<file path="config.mk">
export PLATFORM = sky130hd
export DESIGN_NAME = dram_refresh_ctrl
export DESIGN_NICKNAME = d
export VERILOG_FILES = /design/src/rtl/rfsh_pkg.sv /design/src/rtl/rfsh_interval_timer.sv /design/src/rtl/rfsh_request_latch.sv /design/src/rtl/rfsh_cycle_seq.sv /design/src/rtl/dram_refresh_ctrl.sv
export SDC_FILE = /design/constraint.sdc
export NUM_CORES = 1
export LEC_CHECK = 0
export BUFFER_PORTS_ARGS = -buffer_cell sky130_fd_sc_hd__buf_4
export CAP_MARGIN = 10
export CORE_AREA = 4 4 56 58
export CTS_BUF_LIST = sky130_fd_sc_hd__clkbuf_2 sky130_fd_sc_hd__clkbuf_4 sky130_fd_sc_hd__clkbuf_8
export DETAILED_ROUTE_END_ITERATION = 12
export DIE_AREA = 0 0 60 62
export HOLD_SLACK_MARGIN = 0.08
export PLACE_DENSITY_LB_ADDON = 0.12
export REMOVE_ABC_BUFFERS = 1
export SLEW_MARGIN = 0
export SYNTH_ARGS = -nofsm -noshare
export SYNTH_HDL_FRONTEND = slang
export SYNTH_SLANG_ARGS = --single-unit
</file>
<file path="constraint.sdc">
create_clock -name clk -period 2.81 [get_ports clk]
set_clock_uncertainty 0.2 [all_clocks]
set_input_delay 0.281 -clock clk [delete_from_list [all_inputs] [get_ports clk]]
set_output_delay 0.281 -clock clk [all_outputs]
set_load 0.01 [all_outputs]
</file>
<file path="src/rtl/rfsh_pkg.sv">
package rfsh_pkg;

    typedef struct packed {
        logic       en;
        logic       stretch;
        logic [1:0] sel;
    } rfsh_ctl_t;

    localparam rfsh_ctl_t CTL_RESET = '{en: 1'b1, stretch: 1'b1, sel: 2'b00};

    function automatic rfsh_ctl_t ctl_from_bits(input logic [3:0] b);
        rfsh_ctl_t c;
        c.en      = b[3];
        c.stretch = b[2];
        c.sel     = b[1:0];
        return c;
    endfunction

endpackage

</file>
<file path="src/rtl/rfsh_interval_timer.sv">
module rfsh_interval_timer #(
    parameter int BASE_PERIOD = 10,
    parameter int SEL_W       = 2,
    localparam int MAX_PERIOD = BASE_PERIOD << ((1 << SEL_W) - 1),
    localparam int TW         = $clog2(MAX_PERIOD + 1)
) (
    input  logic             clk,
    input  logic             rst_n,
    input  logic             en,
    input  logic [SEL_W-1:0] sel,
    output logic             tick
);

    typedef struct packed {
        logic [TW-1:0] cnt;
    } tmr_state_t;

    tmr_state_t    st_q, st_d;
    logic [TW-1:0] limit;

    always_comb begin
        st_d  = st_q;
        limit = (TW'(BASE_PERIOD) << sel) - TW'(1);
        tick  = 1'b0;
        if (!en) begin
            st_d.cnt = '0;
        end else if (st_q.cnt >= limit) begin
            st_d.cnt = '0;
            tick     = 1'b1;
        end else begin
            st_d.cnt = st_q.cnt + TW'(1);
        end
    end

    always_ff @(posedge clk or negedge rst_n) begin
        if (!rst_n) st_q <= '0;
        else        st_q <= st_d;
    end

endmodule

</file>
<file path="src/rtl/rfsh_request_latch.sv">
module rfsh_request_latch (
    input  logic clk,
    input  logic rst_n,
    input  logic en,
    input  logic tick,
    input  logic bus_released,
    input  logic sleep,
    input  logic wait_st,
    input  logic mcycle_end,
    input  logic cyc_active,
    output logic pend,
    output logic go
);

    typedef struct packed {
        logic pend;
    } req_state_t;

    req_state_t st_q, st_d;
    logic       blocked;

    always_comb begin
        st_d    = st_q;
        blocked = bus_released | sleep | wait_st | cyc_active;
        go      = en & st_q.pend & mcycle_end & ~blocked;
        if (!en || bus_released) begin
            st_d.pend = 1'b0;
        end else if (tick) begin
            st_d.pend = 1'b1;
        end else if (go) begin
            st_d.pend = 1'b0;
        end
    end

    always_ff @(posedge clk or negedge rst_n) begin
        if (!rst_n) st_q <= '0;
        else        st_q <= st_d;
    end

    assign pend = st_q.pend;

endmodule

</file>
<file path="src/rtl/rfsh_cycle_seq.sv">
module rfsh_cycle_seq #(
    parameter int ADDR_W = 7,
    localparam int LW    = 2
) (
    input  logic              clk,
    input  logic              rst_n,
    input  logic              en,
    input  logic              stretch,
    input  logic              go,
    output logic              active,
    output logic [ADDR_W-1:0] addr
);

    typedef struct packed {
        logic              active;
        logic [LW-1:0]     left;
        logic [ADDR_W-1:0] addr;
    } seq_state_t;

    seq_state_t st_q, st_d;

    always_comb begin
        st_d = st_q;
        if (st_q.active) begin
            if (!en) begin
                st_d.active = 1'b0;
                st_d.left   = '0;
            end else if (st_q.left == '0) begin
                st_d.active = 1'b0;
                st_d.addr   = st_q.addr + ADDR_W'(1);
            end else begin
                st_d.left = st_q.left - LW'(1);
            end
        end else if (go) begin
            st_d.active = 1'b1;
            st_d.left   = stretch ? LW'(2) : LW'(1);
        end
    end

    always_ff @(posedge clk or negedge rst_n) begin
        if (!rst_n) st_q <= '0;
        else        st_q <= st_d;
    end

    assign active = st_q.active;
    assign addr   = st_q.addr;

endmodule

</file>
<file path="src/rtl/dram_refresh_ctrl.sv">
module dram_refresh_ctrl #(
    parameter int BASE_PERIOD = 10,
    parameter int ADDR_W      = 7
) (
    input  logic              clk,
    input  logic              rst_n,
    input  logic              cfg_wr,
    input  logic [3:0]        cfg_wdata,
    input  logic              mcycle_end,
    input  logic              bus_released,
    input  logic              sleep,
    input  logic              wait_st,
    output logic              rfsh_strobe,
    output logic              rfsh_busy,
    output logic [ADDR_W-1:0] rfsh_addr
);
    import rfsh_pkg::*;

    rfsh_ctl_t ctl_q, ctl_d;
    logic      tick, pend, go, active, cfg_en;

    always_comb begin
        ctl_d = ctl_q;
        if (cfg_wr) ctl_d = ctl_from_bits(cfg_wdata);
    end

    always_ff @(posedge clk or negedge rst_n) begin
        if (!rst_n) ctl_q <= CTL_RESET;
        else        ctl_q <= ctl_d;
    end

    assign cfg_en = ctl_q.en;

    rfsh_interval_timer #(.BASE_PERIOD(BASE_PERIOD), .SEL_W(2)) u_tmr (
        .clk(clk), .rst_n(rst_n), .en(ctl_q.en), .sel(ctl_q.sel), .tick(tick)
    );

    rfsh_request_latch u_req (
        .clk(clk), .rst_n(rst_n), .en(ctl_q.en), .tick(tick),
        .bus_released(bus_released), .sleep(sleep), .wait_st(wait_st),
        .mcycle_end(mcycle_end), .cyc_active(active), .pend(pend), .go(go)
    );

    rfsh_cycle_seq #(.ADDR_W(ADDR_W)) u_seq (
        .clk(clk), .rst_n(rst_n), .en(ctl_q.en), .stretch(ctl_q.stretch),
        .go(go), .active(active), .addr(rfsh_addr)
    );

    assign rfsh_strobe = active;
    assign rfsh_busy   = pend | active;

endmodule

</file>
==> flow_summary.toml, run 1 <==
[synthesis]
synth-simple-area-share_pct = 15.8
synthXorXnorAreaFrac_pct = 6.99
synth_cells = 121
synth_compound_area_share_pct = 10.2
synth_area_per_cell_um2 = 10.4
synth_top_family_by_area = "simple AND/OR/NAND/NOR gates"
ys_warn_count = 0
ys.flop_type = "dfrtp_1"
async_flop_share_pct = 100
synth_area_um2 = 1250
post-synth-top-count-cell = "dfrtp_1"
synth_edf_count = 0
yosysTopAreaCellShare_pct = 39.9
synth_fa_ha_area_share_pct = 14.0
synth_cell_types = 30
synthTopCellsByArea = "dfrtp_1 40%, ha_1 14%, xor2_1 4.9%, buf_4 4.8%, dfstp_2 4.2%"
yosysSeqAreaShare_pct = 44.1
synth_seq_cells = 22
synthMuxAreaShare_pct = 1.80
synth_common_cells = "20 x dfrtp_1, 14 x ha_1, 12 x nand2_1, 8 x buf_4, 8 x inv_1"
yosys.area.top_type = "dfrtp_1"

[timing]
tightest_slew_ns = 0.580
min_period_ns = 2.21
fmax_mhz = 452
period_share_pct = 78.7
maxSlewViolCount = 0
tns_ns = 0
rsz0062_at_grt = "false"
hold_viol_final = 0
whs_ns = 0.168
slew_headroom_pct = 60.9
setup_ws_ns = 0.599
finalSetupViolations = 0

[place]
place_congestion = 0.708
place_inst = 163
dp_hpwl_mm = 1.68
dp_slack_ns = 0.567
portBuffers = 19

[worst_setup_path]
path_class = "register to register"
start_kind = "register"
critPathLaunch = "ctl_q[0]"
crit_path_top_delay_cell = "dfrtp_1"
timing.rr.start = "ctl_q[0]"
cp_max_fo = 6
critPathRequiredTime_ns = 2.80
path_cells = "inv_1 -> ha_1 -> xor2_1 -> ha_1 -> a211oi_1 -> nor3_1 -> a2111oi_0"
reg2reg_slack_ns = 0.60
critPathCaptureType = "register"
endpoint = "u_tmr.st_q[5]"
slowest_delay_ns = 0.42
crit_top_cell = "ha_1"
worstReg2RegEnd = "u_tmr.st_q[5]"
worstRegToRegCells = 7
arrival_ns = 2.20

[finish]
instances_no_fill = 174
post-route-util_pct = 56.3
drive_gt1_share_pct = 20.3
num_antenna_cells = 0
nets = 169
syn_to_final_growth_pct = 19.5

[power_and_ir_drop]
peakVddDrop_uv = 324
p_per_area_nw_per_um2 = 456
leakage_nw = 0.715

[cts]
cts_num_sinks = 22
clk_latency_ns = 0.31
cts_made_buffers = 3
post_cts_buffers = 0
htree_levels = 1
cts_resized = 0
cts_tree = "done"
clockBufferDepth = 2
cts-root-buf = "clkbuf_4"
clkTransAtPathRegs_ns = 0.13

[global_route]
antenna_found_initial = 0
grt_use_total_pct = 13.7
grt_pass1_wl_mm = 3.86
grt_pass1_vias = 871
grt_overflow = 0
grt_max_degree = 23

[flow_run]
drv_cap = 0

[drt]
wl_per_cell_um = 12.6
ant_nets = 0
routed_wl_mm = 2.19
drtIter0Drc = 13
via_per_inst = 5.28
route.detailed.drc = 0
drt_first_pass_iters = 4
via_count = 919

[hold_path]
hp-class = "primary input to async pin"

[floorplan]
ios = 20
start_util_pct = 47.1
die_area_um2 = 3720
core_area_um2 = 2660
die_x_um = 60
die_y_um = 62
rows = 19

[run_status]
status = "completed"
## cells in the final DEF, fill, tap and decap left out
| master | n |
|---|---|
| dfrtp_1 | 20 |
| buf_4 | 19 |
| ha_1 | 14 |
| nand2_1 | 12 |
| inv_1 | 8 |
| xor2_1 | 7 |
| o21ai_0 | 7 |
| dlygate4sd3_1 | 7 |
| nand4_1 | 4 |
| nor3_1 | 4 |
| nor4_1 | 4 |
| nand3_1 | 3 |
| or3_1 | 3 |
| nor2_1 | 3 |
| xnor2_1 | 3 |
| clkbuf_4 | 3 |
| a21oi_1 | 2 |
| a2111oi_0 | 2 |
| or2_2 | 2 |
| mux2_2 | 2 |
| dfstp_2 | 2 |
| a211oi_1 | 1 |
| o21a_1 | 1 |
| and4_1 | 1 |
| or3b_1 | 1 |
| o21bai_1 | 1 |
| o31ai_1 | 1 |
| a311oi_1 | 1 |
| a21boi_0 | 1 |
| or4_1 | 1 |
| o311a_1 | 1 |
| o311ai_0 | 1 |
| bufinv_16 | 1 |
## flip-flops by register name (all words and copies together) (netlist names)
signal	cells
u_seq.addr	7
u_tmr.st_q	7
ctl_q	3
u_seq.st_q	2
cfg_en	1
u_req.pend	1
u_seq.active	1
## kinds of logic (layout without fill, tap and decap cells)
| logic type | after synthesis | count (layout) |
|---|---|---|
| flip-flops | 22 | 22 |
| buffers and inverters | 16 | 38 |
| XOR/XNOR | 10 | 10 |
| adder cells (fa/ha/maj) | 14 | 14 |
| AO/OA/AOI/OAI | 19 | 19 |
| AND/OR/NAND/NOR | 38 | 38 |
| multiplexers | 2 | 2 |
## worst max-delay path: cells and delay by family (launching register included)
kind                       cells  cell delay (ns)
DFF                            1             0.42
and+or+nand+nor                1             0.16
buffers and inverters          1             0.09
xor gates and xnor gates       1             0.15
adders and majority gates      2             0.42
AOI/OAI and AO/OA              2             0.65
## cell type report
type	count	area [um2]
clock buffer	3	22.5
clock inverter	1	30.0
fill	245	1160
inverter	8	30.0
multi-input combinational	83	611
sequential	22	553
tap	31	38.8
timing repair buffer	26	213
## where the power goes
group	leakage (nW)	switching, mW	internal [mW]
combinational	0.395	0.0433	0.0441
sequential	0.292	0.0140	0.332
clock	0.0279	0.105	0.144
## what timing repair did
| item | in CTS | in global routing |
|---|---|---|
| hold endpoints to repair | 27 | 0 |
| hold buffers | 7 | 0 |
| setup endpoints to repair | 0 | 0 |
## layer usage
metal	part of all wire (%)	track usage (%)	up-vias
met5	0	0	-
met4	0.55	3.80	0
met3	4.0	2.48	2
met2	46	21.6	17
met1	49	19.4	427
li1	-	-	473
## metrics by stage
step / total power [mW] / cell area (um2)
floorplan: 0.397 / 1190
global placement: 0.430 / 1380
detailed placement: 0.432 / 1380
CTS: 0.687 / 1500
global route: 0.715 / 1500
finish: 0.683 / 1500
## worst min-delay path by stage
stage	slack, ns	endpoint	cells past startpoint	start
6_report	0.17	u_tmr.st_q[5]	2	rst_n
5_1_grt	0.18	u_seq.addr[6]	2	rst_n
4_1_cts	0.18	u_seq.addr[6]	2	rst_n
3_5_place_dp	-0.008	u_tmr.st_q[4]	1	rst_n
3_3_place_gp	-0.01	u_tmr.st_q[6]	1	rst_n
2_1_floorplan	-0.21	ctl_q[0]	0	rst_n
Power figures use the tool's default switching activity.
==> inputs of run 2 (changes only) <==
==> constraint.sdc (replaced) <==
create_clock -name clk -period 1.9 [get_ports clk]
set_clock_uncertainty 0.2 [all_clocks]
set_input_delay 0.19 -clock clk [delete_from_list [all_inputs] [get_ports clk]]
set_output_delay 0.19 -clock clk [all_outputs]
set_load 0.01 [all_outputs]
==> run 2 against run 1 <==
The run now ends with negative setup slack left. Register-to-register slack got worse by 0.74 ns. Fmax grew 8.3%. Clock-buffer cell count rose by 1. Setup slack worse by 0.74 ns. Clock power grew 6%. Via count is 7.4% higher.
==> flow_summary.toml, run 2 (synthesized netlist as in run 1, its figures left out) <==
[drt]
drtIter0Drc = 22
route.detailed.drc = 0
drt_first_pass_iters = 4
via_count = 987
wl_per_cell_um = 14.2
via_per_inst = 5.31
ant_nets = 0
routed_wl_mm = 2.64

[worst_setup_path]
path_class = "register to register"
critPathRequiredTime_ns = 1.91
start_kind = "register"
critPathCaptureType = "register"
cp_max_fo = 3
reg2reg_slack_ns = -0.14
worstReg2RegEnd = "u_tmr.st_q[1]"
timing.rr.start = "ctl_q[0]"
worstRegToRegCells = 7
arrival_ns = 2.05

[floorplan]
die_area_um2 = 3720
ios = 20
rows = 19
core_area_um2 = 2660
die_y_um = 62
die_x_um = 60
start_util_pct = 47.1

[timing]
whs_ns = 0.0872
hold_viol_final = 0
setup_ws_ns = -0.142
period_share_pct = 107
tightest_slew_ns = 0.565
finalSetupViolations = 8
rsz0062_at_grt = "true"
fmax_mhz = 490
min_period_ns = 2.04
slew_headroom_pct = 62.3
maxSlewViolCount = 0

[run_status]
status = "complete, but fails checks"
violations = "negative setup slack"

[cts]
cts_made_buffers = 3
cts_tree = "done"
clkTransAtPathRegs_ns = 0.13
htree_levels = 1
cts-root-buf = "clkbuf_4"
clockBufferDepth = 2
cts_num_sinks = 22
clk_latency_ns = 0.30

[finish]
seqCellArea_um2 = 553
instances_no_fill = 186
syn_to_final_growth_pct = 44.3
nets = 181
fill_cells = 206
drive_gt1_share_pct = 44.5
stdcell_area_um2 = 1810
num_antenna_cells = 0
final_cell_mix = "30 x buf_4, 20 x dfrtp_1, 12 x nand2_1, 7 x ha_4, 7 x dlygate4sd3_1"
post-route-util_pct = 68.0
multi_input_area_um2 = 845
final_common_cell = "buf_4"

[global_route]
antenna_found_initial = 0
grt_overflow = 0
grt_pass1_wl_mm = 4.31
grt_max_degree = 23
grt_use_total_pct = 15.6
grt_pass1_vias = 952

[power_and_ir_drop]
switchingPower_mw = 0.273
seq_power_share_pct = 51.4
leakage_nw = 0.776
peakVddDrop_uv = 369
combPwrFrac_pct = 22.2
swShare_pct = 27.5
intPower_mw = 0.721
p_per_area_nw_per_um2 = 549
power.share.clock_pct = 26.5

[hold_path]
hp-class = "primary input to async pin"

[place]
placed_area_um2 = 1440
dp_hpwl_mm = 1.71
portBuffers = 19
place_inst = 172
place_congestion = 0.770

[flow_run]
drv_cap = 0
## run 2: layout make-up
type	count	area share, %
Tap cell	31	2.14
Multi-Input combinational cell	83	46.7
Timing Repair Buffer	38	16.9
Inverter	8	1.66
Sequential cell	22	30.6
Clock buffer	4	2.01
## run 2: stage by stage
stage	setup TNS, ns	setup WS, ns	total power [mW]
floorplan	-0.318	-0.0716	0.588
global placement	-1.16	-0.193	0.649
detailed placement	-1.48	-0.259	0.654
CTS	-0.840	-0.157	0.964
global route	-1.59	-0.252	1.05
finish	-0.755	-0.142	0.994
## run 2: worst max-delay path, cell delays in order, from the launching register on
cell and delay (ns):
dfrtp_1 0.44, inv_2 0.11, ha_1 0.16, inv_2 0.05, ha_4 0.25, nand4_1 0.12
or3_4 0.42, and4_1 0.20
## run 2: worst max path at each step
stage	start	end	slack [ns]	depth (start not counted)
after global placement	ctl_q[0]	u_tmr.st_q[5]	-0.19	8
after detailed placement	ctl_q[0]	u_tmr.st_q[6]	-0.26	8
after CTS	ctl_q[0]	u_req.pend	-0.16	7
after floorplan	ctl_q[0]	u_tmr.st_q[5]	-0.07	7
after global routing	ctl_q[0]	u_tmr.st_q[5]	-0.25	8
final	ctl_q[0]	u_tmr.st_q[1]	-0.14	7
## run 2: layer usage
| layer | up-vias | global-route usage [%] | share of wire [%] |
|---|---|---|---|
| met5 | - | 0 | 0 |
| met4 | 0 | 6.65 | 1.5 |
| met3 | 4 | 1.86 | 3.0 |
| met2 | 19 | 25.6 | 50 |
| met1 | 467 | 20.9 | 46 |
| li1 | 497 | - | - |
## run 2: repair_timing
item	CTS	global route
buffers inserted	2	1
gates cloned	0	0
setup endpoints to repair	8	8
pin swaps	5	13
gates resized for setup	19	22
endpoints found under the hold margin	27	0
hold buffers	7	0
## run 2: power groups by stage
stage | clock network (mW) | logic [mW] | registers, mW
2_1_floorplan | 0 | 0.0715 | 0.516
3_3_place_gp | 0 | 0.134 | 0.515
3_5_place_dp | 0 | 0.139 | 0.515
4_1_cts | 0.271 | 0.185 | 0.508
5_1_grt | 0.288 | 0.247 | 0.514
6_report | 0.263 | 0.221 | 0.510
==> inputs of run 3 (changes only) <==
--- a/config.mk
+++ b/config.mk
@@ -9,9 +9,11 @@
 export CAP_MARGIN = 10
 export CORE_AREA = 4 4 56 58
 export CTS_BUF_LIST = sky130_fd_sc_hd__clkbuf_2 sky130_fd_sc_hd__clkbuf_4 sky130_fd_sc_hd__clkbuf_8
+export CTS_CLUSTER_SIZE = 12
 export DETAILED_ROUTE_END_ITERATION = 12
 export DIE_AREA = 0 0 60 62
 export HOLD_SLACK_MARGIN = 0.08
+export MAX_ROUTING_LAYER = met4
 export PLACE_DENSITY_LB_ADDON = 0.12
 export REMOVE_ABC_BUFFERS = 1
 export SLEW_MARGIN = 0
==> run 3 against run 2 <==
The run still ends with negative setup slack left. Via count rose by 0.41%. Critical endpoint unchanged. Non-clock buffer count did not move. Largest power group unchanged. Combinational power barely moved. Largest cell class unchanged. Setup slack got worse by 0.0067 ns. Critical path type unchanged. Sequential power barely moved.
==> flow_summary.toml, run 3 (synthesized netlist as in run 1, its figures left out) <==
[global_route]
grt_overflow = 0
antenna_found_initial = 0
grt_max_degree = 23
grt_pass1_wl_mm = 4.27
grt_pass1_vias = 959
grt_use_total_pct = 16.0

[place]
dp_slack_ns = -0.259
portBuffers = 19
place_congestion = 0.781
placed_area_um2 = 1440
place_inst = 172
dp_hpwl_mm = 1.71

[run_status]
status = "complete, but fails checks"
violations = "negative setup slack"

[cts]
cts_made_buffers = 3
clockBufferDepth = 2
clkTransAtPathRegs_ns = 0.12
clk_latency_ns = 0.30
cts_num_sinks = 22
htree_levels = 1
cts-root-buf = "clkbuf_4"
cts_tree = "done"

[flow_run]
drv_cap = 0

[floorplan]
die_x_um = 60
core_area_um2 = 2660
start_util_pct = 47.1
ios = 20
die_area_um2 = 3720
rows = 19
die_y_um = 62

[worst_setup_path]
critPathCaptureType = "register"
cp_max_fo = 3
critPathLaunch = "ctl_q[0]"
path_class = "register to register"
arrival_ns = 2.06
timing.rr.start = "ctl_q[0]"
start_kind = "register"
critPathRequiredTime_ns = 1.91

[timing]
finalSetupViolations = 8
tns_ns = -0.779
slew_headroom_pct = 62.5
hold_viol_final = 0
rsz0062_at_grt = "true"
maxSlewViolCount = 0
fmax_mhz = 488
setup_ws_ns = -0.149
tightest_slew_ns = 0.562
period_share_pct = 108
min_period_ns = 2.05

[power_and_ir_drop]
seq_power_share_pct = 51.4
swShare_pct = 27.3
p_per_area_nw_per_um2 = 548
finalPower_mw = 0.992
intPower_mw = 0.721
combPwrFrac_pct = 22.3
power.share.clock_pct = 26.2
peakVddDrop_uv = 367
leakage_nw = 0.776
switchingPower_mw = 0.271

[drt]
route.detailed.drc = 0
routed_wl_mm = 2.63
drtIter0Drc = 14
ant_nets = 0
via_count = 991
via_per_inst = 5.33
drt_first_pass_iters = 4
wl_per_cell_um = 14.1

[finish]
instances_no_fill = 186
stdcell_area_um2 = 1810
final_common_cell = "buf_4"
fill_cells = 206
num_antenna_cells = 0
final_cell_mix = "30 x buf_4, 20 x dfrtp_1, 12 x nand2_1, 7 x ha_4, 7 x dlygate4sd3_1"
syn_to_final_growth_pct = 44.3
nets = 181
drive_gt1_share_pct = 44.5

[hold_path]
hp-class = "primary input to async pin"
==> run 3: final timing paths <==
path / to / slack [ns] / cells past startpoint
max: u_tmr.st_q[1] / -0.15 / 7
min: u_tmr.st_q[4] / 0.09 / 2
max reg2reg: u_tmr.st_q[1] / -0.15 / 7
min reg2reg: u_seq.addr[6] / 0.29 / 1
max in group asynchronous: ctl_q[2] / 1.14 / 2
min in group clk: u_seq.active / 0.10 / 4
==> run 3: what timing repair did <==
item / in CTS / in global routing
pin swaps: 5 / 14
endpoints found under the hold margin: 27 / 0
hold buffers: 7 / 0
setup buffers: 2 / 1
gates resized for setup: 19 / 22
setup endpoints to repair: 8 / 8
==> run 3: worst max-delay path: stages (launching register included) <==
cell and delay, ns:
dfrtp_1 0.44, inv_2 0.11, ha_1 0.17, inv_2 0.05
ha_4 0.25, nand4_1 0.12, or3_4 0.42, and4_1 0.20
==> run 3: final cells by class <==
cell class	instances	area [um2]	share of cell area, %
Tap cell	31	38.8	2.14
Timing Repair Buffer	38	307	16.9
Clock buffer	4	36.3	2.01
Multi-Input combinational cell	83	845	46.7
Sequential cell	22	553	30.6
Inverter	8	30.0	1.66
==> run 3: layer usage <==
layer	up-vias	track usage (%)	part of all wire, %
met1	471	20.4	45
met2	21	25.9	50
met4	0	6.65	1.5
met5	-	-	0
li1	495	-	-
met3	4	1.86	3.2
==> run 3: stage by stage <==
step	hold slack [ns]	utilization [%]
3_5_place_dp	-0.105	54.2
3_3_place_gp	-0.108	54.2
4_1_cts	0.0884	62.9
5_1_grt	0.0942	68.0
2_1_floorplan	-0.306	-
6_report	0.0901	68.0
==> run 3: power by group through the flow <==
| stage | combinational [mW] | sequential, mW | clock [mW] |
|---|---|---|---|
| finish | 0.221 | 0.510 | 0.260 |
| global route | 0.247 | 0.514 | 0.288 |
| CTS | 0.185 | 0.508 | 0.271 |
| detailed placement | 0.139 | 0.515 | 0 |
| global placement | 0.134 | 0.515 | 0 |
| floorplan | 0.0715 | 0.516 | 0 |
